--- src/rtl/cfg_option_pkg.sv ---
package cfg_option_pkg;
  localparam int unsigned REG_W        = 8;
  localparam int unsigned WINDOW_EDGES = 64;
  localparam logic [7:0]  RESET_VALUE  = 8'h10;
  localparam logic [7:0]  FREE_MASK    = 8'hC8;
  localparam logic [7:0]  GUARD_MASK   = 8'h33;

  localparam int unsigned BIT_ADC_PWR  = 7;
  localparam int unsigned BIT_CLK_SEL  = 6;
  localparam int unsigned BIT_IRQ_EDGE = 5;
  localparam int unsigned BIT_STOP_DLY = 4;
  localparam int unsigned BIT_CLKMON   = 3;
  localparam int unsigned BIT_RATE_LO  = 0;

  typedef enum logic [1:0] {
    CLS_NONE  = 2'd0,
    CLS_FREE  = 2'd1,
    CLS_GUARD = 2'd2
  } bit_class_e;
endpackage

--- src/rtl/cfg_window_timer.sv ---
module cfg_window_timer #(
  parameter int unsigned WINDOW = 64
) (
  input  logic clk,
  input  logic rst_n,
  output logic win_open_o
);
  localparam int unsigned CW = $clog2(WINDOW + 1);
  localparam logic [CW-1:0] LIMIT = CW'(WINDOW);

  logic [CW-1:0] cnt_q, cnt_d;
  logic          cnt_en;

  always_comb begin
    cnt_en = (cnt_q != LIMIT);
    cnt_d  = cnt_q + 1'b1;
  end

  always_ff @(posedge clk or negedge rst_n) begin
    if (!rst_n) begin
      cnt_q <= '0;
    end else if (cnt_en) begin
      cnt_q <= cnt_d;
    end
  end

  assign win_open_o = (cnt_q < LIMIT);

  assert_window_stays_closed_R4: assert property (
    @(posedge clk) disable iff (!rst_n) !win_open_o |=> !win_open_o);
endmodule

--- src/rtl/cfg_guard_lock.sv ---
module cfg_guard_lock (
  input  logic clk,
  input  logic rst_n,
  input  logic wr_i,
  input  logic special_i,
  input  logic win_open_i,
  output logic guard_en_o
);
  logic locked_q, locked_d;
  logic lock_set;

  always_comb begin
    lock_set   = wr_i && !special_i && win_open_i;
    locked_d   = locked_q || lock_set;
    guard_en_o = wr_i && (special_i || (win_open_i && !locked_q));
  end

  always_ff @(posedge clk or negedge rst_n) begin
    if (!rst_n) begin
      locked_q <= 1'b0;
    end else if (lock_set) begin
      locked_q <= locked_d;
    end
  end

  assert_lock_sticky_R5: assert property (
    @(posedge clk) disable iff (!rst_n) locked_q |=> locked_q);
  assert_special_not_locking_R10: assert property (
    @(posedge clk) disable iff (!rst_n) (special_i && !locked_q) |=> !locked_q);
endmodule

--- src/rtl/cfg_bit_cell.sv ---
module cfg_bit_cell #(
  parameter logic RST_VAL = 1'b0
) (
  input  logic clk,
  input  logic rst_n,
  input  logic en_i,
  input  logic d_i,
  output logic q_o
);
  logic q_q, q_d;

  always_comb q_d = d_i;

  always_ff @(posedge clk or negedge rst_n) begin
    if (!rst_n) begin
      q_q <= RST_VAL;
    end else if (en_i) begin
      q_q <= q_d;
    end
  end

  assign q_o = q_q;
endmodule

--- src/rtl/cfg_option_reg.sv ---
module cfg_option_reg
  import cfg_option_pkg::*;
#(
  parameter int unsigned       WINDOW  = WINDOW_EDGES,
  parameter logic [REG_W-1:0]  RST_VAL = RESET_VALUE,
  parameter logic [REG_W-1:0]  FREE_M  = FREE_MASK,
  parameter logic [REG_W-1:0]  GUARD_M = GUARD_MASK
) (
  input  logic             clk,
  input  logic             rst_n,
  input  logic             special_i,
  input  logic             sel_i,
  input  logic             we_i,
  input  logic             rd_i,
  input  logic [REG_W-1:0] wdata_i,
  output logic [REG_W-1:0] rdata_o,
  output logic             adc_pwr_o,
  output logic             clk_sel_o,
  output logic             irq_edge_o,
  output logic             stop_dly_o,
  output logic             clkmon_en_o,
  output logic [1:0]       rate_sel_o
);
  localparam logic [REG_W-1:0] IMPL_M = FREE_M | GUARD_M;

  logic             wr;
  logic             win_open;
  logic             guard_en;
  logic [REG_W-1:0] value;
  logic             unused_wbits;

  assign wr           = sel_i && we_i;
  assign unused_wbits = ^(wdata_i & ~IMPL_M);

  cfg_window_timer #(.WINDOW(WINDOW)) u_timer (
    .clk        (clk),
    .rst_n      (rst_n),
    .win_open_o (win_open)
  );

  cfg_guard_lock u_lock (
    .clk        (clk),
    .rst_n      (rst_n),
    .wr_i       (wr),
    .special_i  (special_i),
    .win_open_i (win_open),
    .guard_en_o (guard_en)
  );

  for (genvar i = 0; i < REG_W; i++) begin : g_bit
    localparam bit_class_e CLS = FREE_M[i]  ? CLS_FREE  :
                                 GUARD_M[i] ? CLS_GUARD : CLS_NONE;
    if (CLS == CLS_FREE) begin : g_free
      cfg_bit_cell #(.RST_VAL(RST_VAL[i])) u_cell (
        .clk(clk), .rst_n(rst_n), .en_i(wr), .d_i(wdata_i[i]), .q_o(value[i]));
    end else if (CLS == CLS_GUARD) begin : g_guard
      cfg_bit_cell #(.RST_VAL(RST_VAL[i])) u_cell (
        .clk(clk), .rst_n(rst_n), .en_i(guard_en), .d_i(wdata_i[i]), .q_o(value[i]));
    end else begin : g_none
      assign value[i] = 1'b0;
    end
  end

  assign rdata_o     = (sel_i && rd_i) ? value : '0;
  assign adc_pwr_o   = value[BIT_ADC_PWR];
  assign clk_sel_o   = value[BIT_CLK_SEL];
  assign irq_edge_o  = value[BIT_IRQ_EDGE];
  assign stop_dly_o  = value[BIT_STOP_DLY];
  assign clkmon_en_o = value[BIT_CLKMON];
  assign rate_sel_o  = value[BIT_RATE_LO +: 2];

  assert_guard_frozen_R4: assert property (
    @(posedge clk) disable iff (!rst_n)
    (!special_i && !win_open) |=> $stable(value & GUARD_M));
  assert_free_follows_R2: assert property (
    @(posedge clk) disable iff (!rst_n)
    wr |=> ((value & FREE_M) == ($past(wdata_i) & FREE_M)));
  assert_special_write_R6: assert property (
    @(posedge clk) disable iff (!rst_n)
    (wr && special_i) |=> ((value & GUARD_M) == ($past(wdata_i) & GUARD_M)));
  assert_unimpl_zero_R7: assert property (
    @(posedge clk) disable iff (!rst_n) (value & ~IMPL_M) == '0);
  assert_idle_read_zero_R8: assert property (
    @(posedge clk) disable iff (!rst_n) !(sel_i && rd_i) |-> (rdata_o == '0));
endmodule

--- config.mk ---
export PLATFORM = sky130hd
export DESIGN_NAME = cfg_option_reg
export DESIGN_NICKNAME = d
export VERILOG_FILES = /design/src/rtl/cfg_option_pkg.sv /design/src/rtl/cfg_window_timer.sv /design/src/rtl/cfg_guard_lock.sv /design/src/rtl/cfg_bit_cell.sv /design/src/rtl/cfg_option_reg.sv
export SDC_FILE = /design/constraint.sdc
export NUM_CORES = 1
export LEC_CHECK = 0
export CAP_MARGIN = 20
export CORE_MARGIN = 8
export CORE_UTILIZATION = 50
export CTS_BUF_LIST = sky130_fd_sc_hd__clkbuf_4 sky130_fd_sc_hd__clkbuf_8 sky130_fd_sc_hd__clkbuf_16
export DETAILED_ROUTE_END_ITERATION = 10
export DONT_BUFFER_PORTS = 1
export SETUP_SLACK_MARGIN = 0.4
export SYNTH_ARGS = -nofsm -noshare
export SYNTH_HDL_FRONTEND = slang
export SYNTH_SLANG_ARGS = --single-unit
--- constraint.sdc ---
create_clock -name clk -period 1.4 [get_ports clk]
set_input_delay 0.14 -clock clk [delete_from_list [all_inputs] [get_ports clk]]
set_output_delay 0.14 -clock clk [all_outputs]
set_load 0.05 [all_outputs]
==> results.md, run 1 <==
* Iteration-0 DRC Markers at 7
* Cells along the critical path: and3_4
* Worst-Margin Slew at 0.667 ns
* Clock Power Share at ~22%
* Via count at between 500 and 600
* NetSw at 444 uW
* CP top delay family: flip-flops
* Cells after DPL at 75
* CP max stage delay at around 0.56 ns
* Ant diodes at 0
* Max Cap Violations at 0
* Clk sinks at 15
* Part of the power in registers at 47.5%
* Vias in the first global route at slightly below 600
* Share of layout cells above drive strength 1 at about 66%
* Yosys top cell by area: dfrtp_1
* Top_reg_cell synth: dfrtp_1
* Chip width at between 50 and 60 um
* Final worst path period share at 95.9%
* Post-route ant nets at 0
* Grt ovf at 0
* Synth cell count leaders: dfrtp_1, and3_1, mux2_2
* Sequential cell area fraction in the yosys report at between 50% and 60%
* Routed len/inst at between 20 and 25 um
* Std-Cell Rows at 13
* DR top layer: met4
* Setup TNS at 0 ns
* Ports at 29
* CP Capture Type: output port
* Yosys cell types at 20
* Count leader, synth: dfrtp_1
* Final Max Tran Viols at 0
* Port Buffers at 0
* Number of synthesized flops with an enable pin at 0
* Final min period at 1.34 ns
* Metal1 wirelength at roughly 760 um
* Warnings from Yosys at 0
* GP Congestion at just over 0.7
* TritonCTS buffer count at 3
* Top cell type's share of synthesized area at 49.4%
* Endpoints failing setup at 0
* Largest net degree at the start of global routing at 16
* DR vias/cell at around 5.5
* Clk slew on worst S/H paths at about 0.090 ns
* Avg Inst Size Synth at 12.4 um^2
* Hold Path Origin: we_i
* Core region area at around 1300 um^2
* Clock Tree Buf Depth at 2
* CP max FO at 3
* Cells after synthesis at between 50 and 60
* DR WL met2 at around 1.2 mm
* Ranking of synthesized cells by area: dfrtp_1, mux2_2, and3_1
* Fin Clk Skew at 0.00301 ns
* CP startpoint: g_bit[5].g_guard.u_cell.q_o
* CTS tree: built
* CP bufs+invs at 0
* Pleak at around 0.52 nW
* Peak VDD IR at between 0.8 and 0.9 mV
* Slowest CP cell: dfrtp_2
* Initial antenna violation count at 0
* Post-DP HPWL at approximately 1.2 mm
* Total power at 1.21 mW
* Pint at about 770 uW
* Hold Slack at about 0.15 ns
* RSZ-0062 raised after global routing: yes
* Req. time, crit path at roughly 1.3 ns
* Clock H-tree levels at 1
* Setup CP Type: reg2out
* First-pass GRT wire length at 2.72 mm
* Area of the mapped netlist at between 700 and 800 um^2
* Die height at roughly 54 um
* DRC Markers at 0
* Starting Density at 53.8%
* FF+latch count, synth at 15
* Worst reg2reg path startpoint: u_timer.cnt_q[2]
* P&R area growth vs syn at 67.4%
* Slew Limit Headroom at 55.4%
* Root Buffer: clkbuf_4
* Mapped Nets at 73
* Status: complete, no violations
* Combinational share of power at 31.0%
* Nets at approximately 110
* Pwr/cell area at roughly 1000 nW/um^2
* WL final at roughly 2.3 mm
* Clock latency on the worst-skew pair at between 0.2 and 0.3 ns
* Final hold violations at 0
* Met3 Wirelength at about 190 um
* Achievable Freq at ~740 MHz
* Worst Setup Start Kind: flip-flop
* Initial DRT Pass Iterations at 4
* All-Layer GR Usage at between 10% and 20%
* Worst path arrival time at between 1 and 1.5 ns
* Die area at 2880 um^2
* Hold crit path type: in2reg
* Async set-reset flop share out of synthesis at 100%
* Non-Filler Instances at between 100 and 150
* Sw Ratio at 36.6%
-- cells by family (layout without fill, tap and decap cells) --
group,after synthesis,after routing,share of synthesized area (%)
and+or+nand+nor,16,16,14.5
DFF,15,15,53.1
muxes,8,8,13.2
xor gates and xnor gates,6,6,7.41
buffers and inverters,6,37,4.76
AOI/OAI and AO/OA,3,3,3.00
adders and majority gates,2,2,3.53
other,1,1,0.529
-- layout make-up --
type,count,area [um^2]
timing repair buffer,30,327
tap,15,18.8
clock inverter,1,5.00
multi-input combinational,36,420
sequential,15,383
inverter,3,11.3
clock buffer,3,22.5
fill,52,130
-- worst paths after layout --
kind,to,slack (ns),depth (start not counted)
worst max-delay path,rdata_o[5],0.06,1
worst min-delay path,u_lock.locked_q,0.15,2
min in group asynchronous,g_bit[1].g_guard.u_cell.q_o,0.31,1
worst min register to register,u_lock.locked_q,0.57,2
worst max register to register,u_timer.cnt_q[1],0.10,3
max in group asynchronous,g_bit[5].g_guard.u_cell.q_o,0.62,1
-- per-layer routing --
layer / up-vias / global-route usage [%]
met1: 279 / 13.9
met2: 25 / 23.9
met3: 8 / 3.03
met4: 0 / 5.04
met5: - / 0
li1: 257 / -
-- per-stage QoR --
| stage | setup slack [ns] | area [um^2] | utilization (%) |
|---|---|---|---|
| floorplan | 0.131 | 761 | - |
| global placement | 0.0832 | 827 | 62.8 |
| detailed placement | 0.0175 | 827 | 62.8 |
| CTS | 0.0552 | 1090 | 82.7 |
| global route | 0.0316 | 1190 | 90.1 |
| finish | 0.0573 | 1190 | 90.1 |
-- flip-flops by register name (all words and copies together) (netlist names) --
signal,flops
u_timer.cnt_q,7
g_bit.g_guard.u_cell.q_o,4
g_bit.g_free.u_cell.q_o,3
u_lock.locked_q,1
-- timing repair --
item                                    CTS  global route
cloned                                    0             0
resized for setup                        17            11
hold endpoints to repair                 22             1
buffers inserted                         11             4
endpoints found under the setup margin   19            23
pin swaps                                10             9
hold buffers                              8             1
-- worst register-to-register path: stages, from the launching register on --
cell and delay (ns):
dfrtp_2 0.44, nor4_4 0.31, nand3_2 0.14, mux2_4 0.31
-- power groups by stage --
stage	Clock (mW)	Combinational, mW	Sequential, mW
final	0.261	0.376	0.577
after global routing	0.273	0.391	0.583
after CTS	0.252	0.348	0.575
after detailed placement	0	0.244	0.581
after global placement	0	0.239	0.577
after floorplan	0	0.184	0.592
-- placed cells by master, fill, tap and decap left out, drive strengths merged, types with 2 or more instances in the layout --
master,n
clkbuf,3
xnor2,5
dlygate4sd3,9
mux2,8
inv,3
dfrtp,14
buf,21
ha,2
and3,9
nand3,4
No activity file was read; power rests on OpenSTA's default activity.
==> run 2: changes to the inputs <==
Settings changed: CORE_UTILIZATION 50 to 41, DONT_BUFFER_PORTS 1 to unset, PLACE_DENSITY set to 0.77.
==> run 2 against run 1 <==
Compared with the run above: cell area rose by 21%; setup slack improved by 0.036 ns; highest routed layer unchanged; largest power group is now combinational cells; critical endpoint is now u_timer.cnt_q[1]; via count rose by 8.8%; register-to-register slack barely moved; combinational power rose by 80%.
==> results.md, run 2 (synthesized netlist as in run 1, its figures left out) <==
* Setup CP Type: reg2reg
* Peak VDD IR at 0.631 mV (-25%)
* Initial antenna violation count at 0 (unchanged)
* FF-to-FF setup slack at 0.09 ns (about the same)
* Ports at 29 (unchanged)
* Iteration-0 DRC Markers at 8 (+1)
* Clk slew on worst S/H paths at 0.09 ns (about the same)
* Final worst path period share at 93.4% (-2.6 points)
* Post-route ant nets at 0 (unchanged)
* Clock latency on the worst-skew pair at 0.28 ns (about the same)
* Max Cap Violations at 0 (unchanged)
* Pwr/cell area at 1000 nW/um^2 (-2.0%)
* DRC Markers at 0 (unchanged)
* Clk sinks at 15 (unchanged)
* Status: complete, no violations
* TritonCTS buffer count at 3 (unchanged)
* Setup TNS at 0 ns (unchanged)
* Worst Setup Start Kind: flip-flop
* Nets at 124 (+18%)
* WL final at 2.24 mm (-1.1%)
* GP Congestion at 0.698 (-1.9%)
* Chip width at 57.6 um (+7.3%)
* Die height at 57.6 um (+7.3%)
* Std-Cell Rows at 15 (+2)
* Port Buffers at 26 (+26)
* Achievable Freq at 765 MHz (+2.7%)
* Share of layout cells above drive strength 1 at 65.4% (-0.49 points)
* First-pass GRT wire length at 3.68 mm (+36%)
* Most frequent cells in the layout: buf_12, buf_4, dfrtp_1, clkdlybuf4s50_1, buf_6
* Post-DP HPWL at 1.36 mm (+11%)
* CP Capture Type: flip-flop
* Clock Tree Buf Depth at 2 (unchanged)
* Final Max Tran Viols at 0 (unchanged)
* Fin Clk Skew at 0.0116 ns (+0.00858 ns)
* Final min period at 1.31 ns (-0.0358 ns)
* Ant diodes at 0 (unchanged)
* Root Buffer: clkbuf_4
* Reg2reg path depth at 3 (unchanged)
* Fillers at 86 (+65%)
* Slowest CP cell: dfrtp_1
* Endpoints failing setup at 0 (unchanged)
* All-Layer GR Usage at 14.2% (+1.2 points)
* Hold crit path type: in2async
* Req. time, crit path at 1.55 ns (+0.29 ns)
* DR vias/cell at 4.99 (-9.6%)
* P&R area growth vs syn at 102%
* Die area at 3320 um^2 (+15%)
* Reg-to-reg endpoint: u_timer.cnt_q[1]
* Most flop-heavy register: u_timer.cnt_q
* Initial DRT Pass Iterations at 3 (-1)
* RSZ-0062 raised after global routing: yes
* Routed len/inst at 18.0 um (-18%)
* CP max FO at 2 (-1)
* Starting Density at 42.5% (-11 points)
* CTS tree: built
* Cts hold-fix bufs at 0 (-8)
* Max reg flops at 7 (unchanged)
* Grt ovf at 0 (unchanged)
* Register Area at 382 um^2 (-0.33%)
* Clock H-tree levels at 1 (unchanged)
* Vias in the first global route at 656 (+13%)
* Via count at 619 (+8.8%)
* Pleak at 0.651 nW (+24%)
* Worst reg2reg path startpoint: u_timer.cnt_q[5]
* Final hold violations at 0 (unchanged)
* CP max stage delay at 0.42 ns (-0.14 ns)
* Largest net degree at the start of global routing at 16 (unchanged)
* Worst path arrival time at 1.46 ns (+0.26 ns)
* Area of the multi-input gates at 385 um^2 (-8.3%)
* Finished Core Util at 85.8% (-4.3 points)
* Cells along the critical path: nor4_4 > nand3_2 > mux2_4
* Core region area at 1670 um^2 (+27%)
==> run 2: cell count changes in the layout (fill, tap and decap cells not counted), moves of 2 or more <==
cell	before	now
buf_12	3	14
buf_4	9	14
buf_6	7	9
buf_8	2	0
clkdlybuf4s50_1	0	10
dlygate4sd2_1	0	2
dlygate4sd3_1	9	0
nand3_1	0	2
==> run 2: repair_timing <==
item | 4_1_cts | 5_1_grt
buffers inserted | 16 | 1
setup endpoints to repair | 23 | 24
gates cloned | 0 | 0
pin swaps | 9 | 1
resized for setup | 15 | 4
==> run 2: where the power goes <==
part / switching (mW) / total, mW / internal, mW
combinational: 0.307 / 0.678 / 0.371
clock: 0.125 / 0.254 / 0.130
sequential: 0.0292 / 0.505 / 0.475
total: 0.461 / 1.44 / 0.976
==> run 2: how the worst max path moves through the flow <==
stage	to	from
2_1_floorplan	u_timer.cnt_q[1]	u_timer.cnt_q[5]
3_3_place_gp	g_bit[5].g_guard.u_cell.q_o	sel_i
3_5_place_dp	g_bit[5].g_guard.u_cell.q_o	sel_i
4_1_cts	u_timer.cnt_q[1]	u_timer.cnt_q[5]
5_1_grt	u_timer.cnt_q[1]	u_timer.cnt_q[5]
6_report	u_timer.cnt_q[1]	u_timer.cnt_q[5]
==> run 2: metal layers <==
| metal | GRT usage [%] | part of all wire (%) |
|---|---|---|
| met5 | 0 | 0 |
| met1 | 16.8 | 41 |
| met2 | 23.6 | 51 |
| met4 | 3.21 | 0.27 |
| met3 | 5.38 | 7.8 |
==> run 2: layout make-up <==
type | instances | share of cell area (%)
tap | 17 | 1.48
timing repair buffer | 49 | 42.1
inverter | 3 | 0.785
clock buffer | 4 | 2.09
sequential | 15 | 26.6
multi-input combinational | 36 | 26.9
==> run 2: worst max-delay path, delay by kind of cell, from the launching register on <==
kind / cells / cell delay [ns]
muxes: 1 / 0.31
DFF: 1 / 0.42
and+or+nand+nor: 2 / 0.46
==> run 2: stage by stage <==
stage               power, mW  hold WS [ns]  area [um^2]  setup WS (ns)  instances
floorplan               0.775        -0.156          761          0.131         57
global placement         1.05         0.448         1200         0.0310        103
detailed placement       1.06         0.471         1200         0.0249        103
CTS                      1.43         0.171         1410         0.0966        123
global route             1.49         0.189         1430         0.0582        124
finish                   1.44         0.165         1430         0.0931        124
==> run 3: changes to the inputs <==
Settings changed: CORE_MARGIN 8 to 2.
==> run 3 against run 2 <==
Compared with the run above: via count stayed put; combinational power is 1% lower; setup slack worse by 0.018 ns; routed wire length is 12% lower; cell area is 0.79% higher; clock power is 3% higher; flip-flop and latch count stayed put; critical path depth stayed put; clock skew is 0.0059 ns lower; critical path type unchanged; critical endpoint unchanged.
==> results.md, run 3 (synthesized netlist as in run 1, its figures left out) <==
* P&R area growth vs syn at 104%
* DRC Markers at 0 (unchanged)
* All-Layer GR Usage at 20.7% (+6.4 points)
* Peak VDD IR at 0.587 mV (-7.1%)
* Largest net degree at the start of global routing at 16 (unchanged)
* Worst Setup Start Kind: flip-flop
* DR vias/cell at 4.99 (unchanged)
* Pleak at 0.652 nW (+0.20%)
* First-pass GRT wire length at 3.02 mm (-18%)
* Clk sinks at 15 (unchanged)
* Core region area at 1670 um^2 (unchanged)
* CTS tree: built
* Cts hold-fix bufs at 0 (unchanged)
* Req. time, crit path at 1.57 ns (+0.02 ns)
* CP max FO at 2 (unchanged)
* Grt ovf at 0 (unchanged)
* Endpoints failing setup at 0 (unchanged)
* Most frequent cells in the layout: buf_12, buf_4, clkdlybuf4s50_1, buf_6
* Initial DRT Pass Iterations at 4 (+1)
* Final Max Tran Viols at 0 (unchanged)
* Post-DP HPWL at 1.23 mm (-9.8%)
* Max Cap Violations at 0 (unchanged)
* Setup CP Type: reg2reg
* Chip width at 45.6 um (-21%)
* Via count at 619 (unchanged)
* FF-to-FF setup slack at 0.08 ns (-0.02 ns)
* WL final at 1.97 mm (-12%)
* RSZ-0062 raised after global routing: yes
* Clk slew on worst S/H paths at 0.09 ns (about the same)
* Final min period at 1.32 ns (+0.0176 ns)
* Fillers at 75 (-13%)
* Post-route ant nets at 0 (unchanged)
* TritonCTS buffer count at 3 (unchanged)
* Final worst path period share at 94.6% (+1.3 points)
* Clock Tree Buf Depth at 2 (unchanged)
* Finished Cell Area at 1450 um^2 (+0.79%)
* Achievable Freq at 755 MHz (-1.3%)
* Status: complete, no violations
* Vias in the first global route at 651 (-0.76%)
* Clock latency on the worst-skew pair at 0.28 ns (about the same)
* Pwr/cell area at 992 nW/um^2 (-0.98%)
* Share of layout cells above drive strength 1 at 66.4% (+0.93 points)
* Std-Cell Rows at 15 (unchanged)
* Starting Density at 42.5% (unchanged)
* Iteration-0 DRC Markers at 4 (-4)
* Clock H-tree levels at 1 (unchanged)
* Nets at 124 (unchanged)
* Hold crit path type: in2async
* Final hold violations at 0 (unchanged)
* Port Buffers at 26 (unchanged)
* Most flop-heavy register: u_timer.cnt_q
* Die area at 2080 um^2 (-37%)
* Register Area at 384 um^2 (+0.66%)
* Initial antenna violation count at 0 (unchanged)
* Routed len/inst at 15.9 um (-12%)
* Placed cell area at 1200 um^2 (unchanged)
* GP Congestion at 0.694 (-0.53%)
* Root Buffer: clkbuf_4
* Ports at 29 (unchanged)
* Die height at 45.6 um (-21%)
* Ant diodes at 0 (unchanged)
* Worst path arrival time at 1.49 ns (+0.03 ns)
* Setup TNS at 0 ns (unchanged)
* CP Capture Type: flip-flop
* Area of the multi-input gates at 390 um^2 (+1.3%)
* Max reg flops at 7 (unchanged)
* Fin Clk Skew at 0.00569 ns (-0.00590 ns)
* Most common cell after layout, fill and taps aside: buf_12
[run 3: cell counts in the layout (fill, tap and decap cells not counted)]
No cell type changed its count.
[run 3: repair_timing]
item,4_1_cts,5_1_grt
buffers inserted,16,1
pin swaps,14,4
resized for setup,18,4
endpoints found under the setup margin,23,24
[run 3: critical path, stage by stage, from the launching register on]
cell,delay [ns]
dfrtp_1,0.42
nor4_4,0.35
nand3_2,0.14
mux2_4,0.31
[run 3: per-stage QoR]
step                      hold slack, ns  setup slack (ns)  power [mW]  util, %  cells
after floorplan                   -0.156             0.131       0.775        -     57
after global placement             0.448            0.0320        1.04     72.1    103
after detailed placement           0.461            0.0145        1.06     72.1    103
after CTS                          0.180            0.0924        1.42     85.1    123
after global routing               0.205            0.0405        1.48     86.5    124
final                              0.186            0.0755        1.43     86.5    124
[run 3: area by class of cell]
cell class	instances	share of cell area [%]
Tap cell	17	1.47
Inverter	3	0.779
Clock buffer	4	2.08
Timing Repair Buffer	49	42.1
Sequential cell	15	26.6
Multi-Input combinational cell	36	27.0
[run 3: per-layer routing]
layer | track usage (%) | vias up | part of all wire (%)
li1 | - | 293 | -
met1 | 26.5 | 302 | 41
met2 | 36.3 | 22 | 53
met3 | 3.17 | 2 | 6.0
met4 | 4.71 | 0 | 0.41
met5 | 0 | - | 0
[run 3: power by group]
part / internal, mW / switching (mW) / leakage [nW]
sequential: 0.475 / 0.0278 / 0.167
combinational: 0.369 / 0.301 / 0.467
clock: 0.130 / 0.131 / 0.0184
total: 0.974 / 0.460 / 0.652
[run 3: worst paths after layout]
path                                        from                           to  depth (start not counted)
min in group clk                      wdata_i[6]   g_bit[6].g_free.u_cell.q_o                          2
worst min register to register   u_lock.locked_q              u_lock.locked_q                          2
worst max-delay path            u_timer.cnt_q[5]             u_timer.cnt_q[1]                          3
worst min-delay path                       rst_n  g_bit[1].g_guard.u_cell.q_o                          2
max in group asynchronous                  rst_n  g_bit[4].g_guard.u_cell.q_o                          2
worst max register to register  u_timer.cnt_q[5]             u_timer.cnt_q[1]                          3
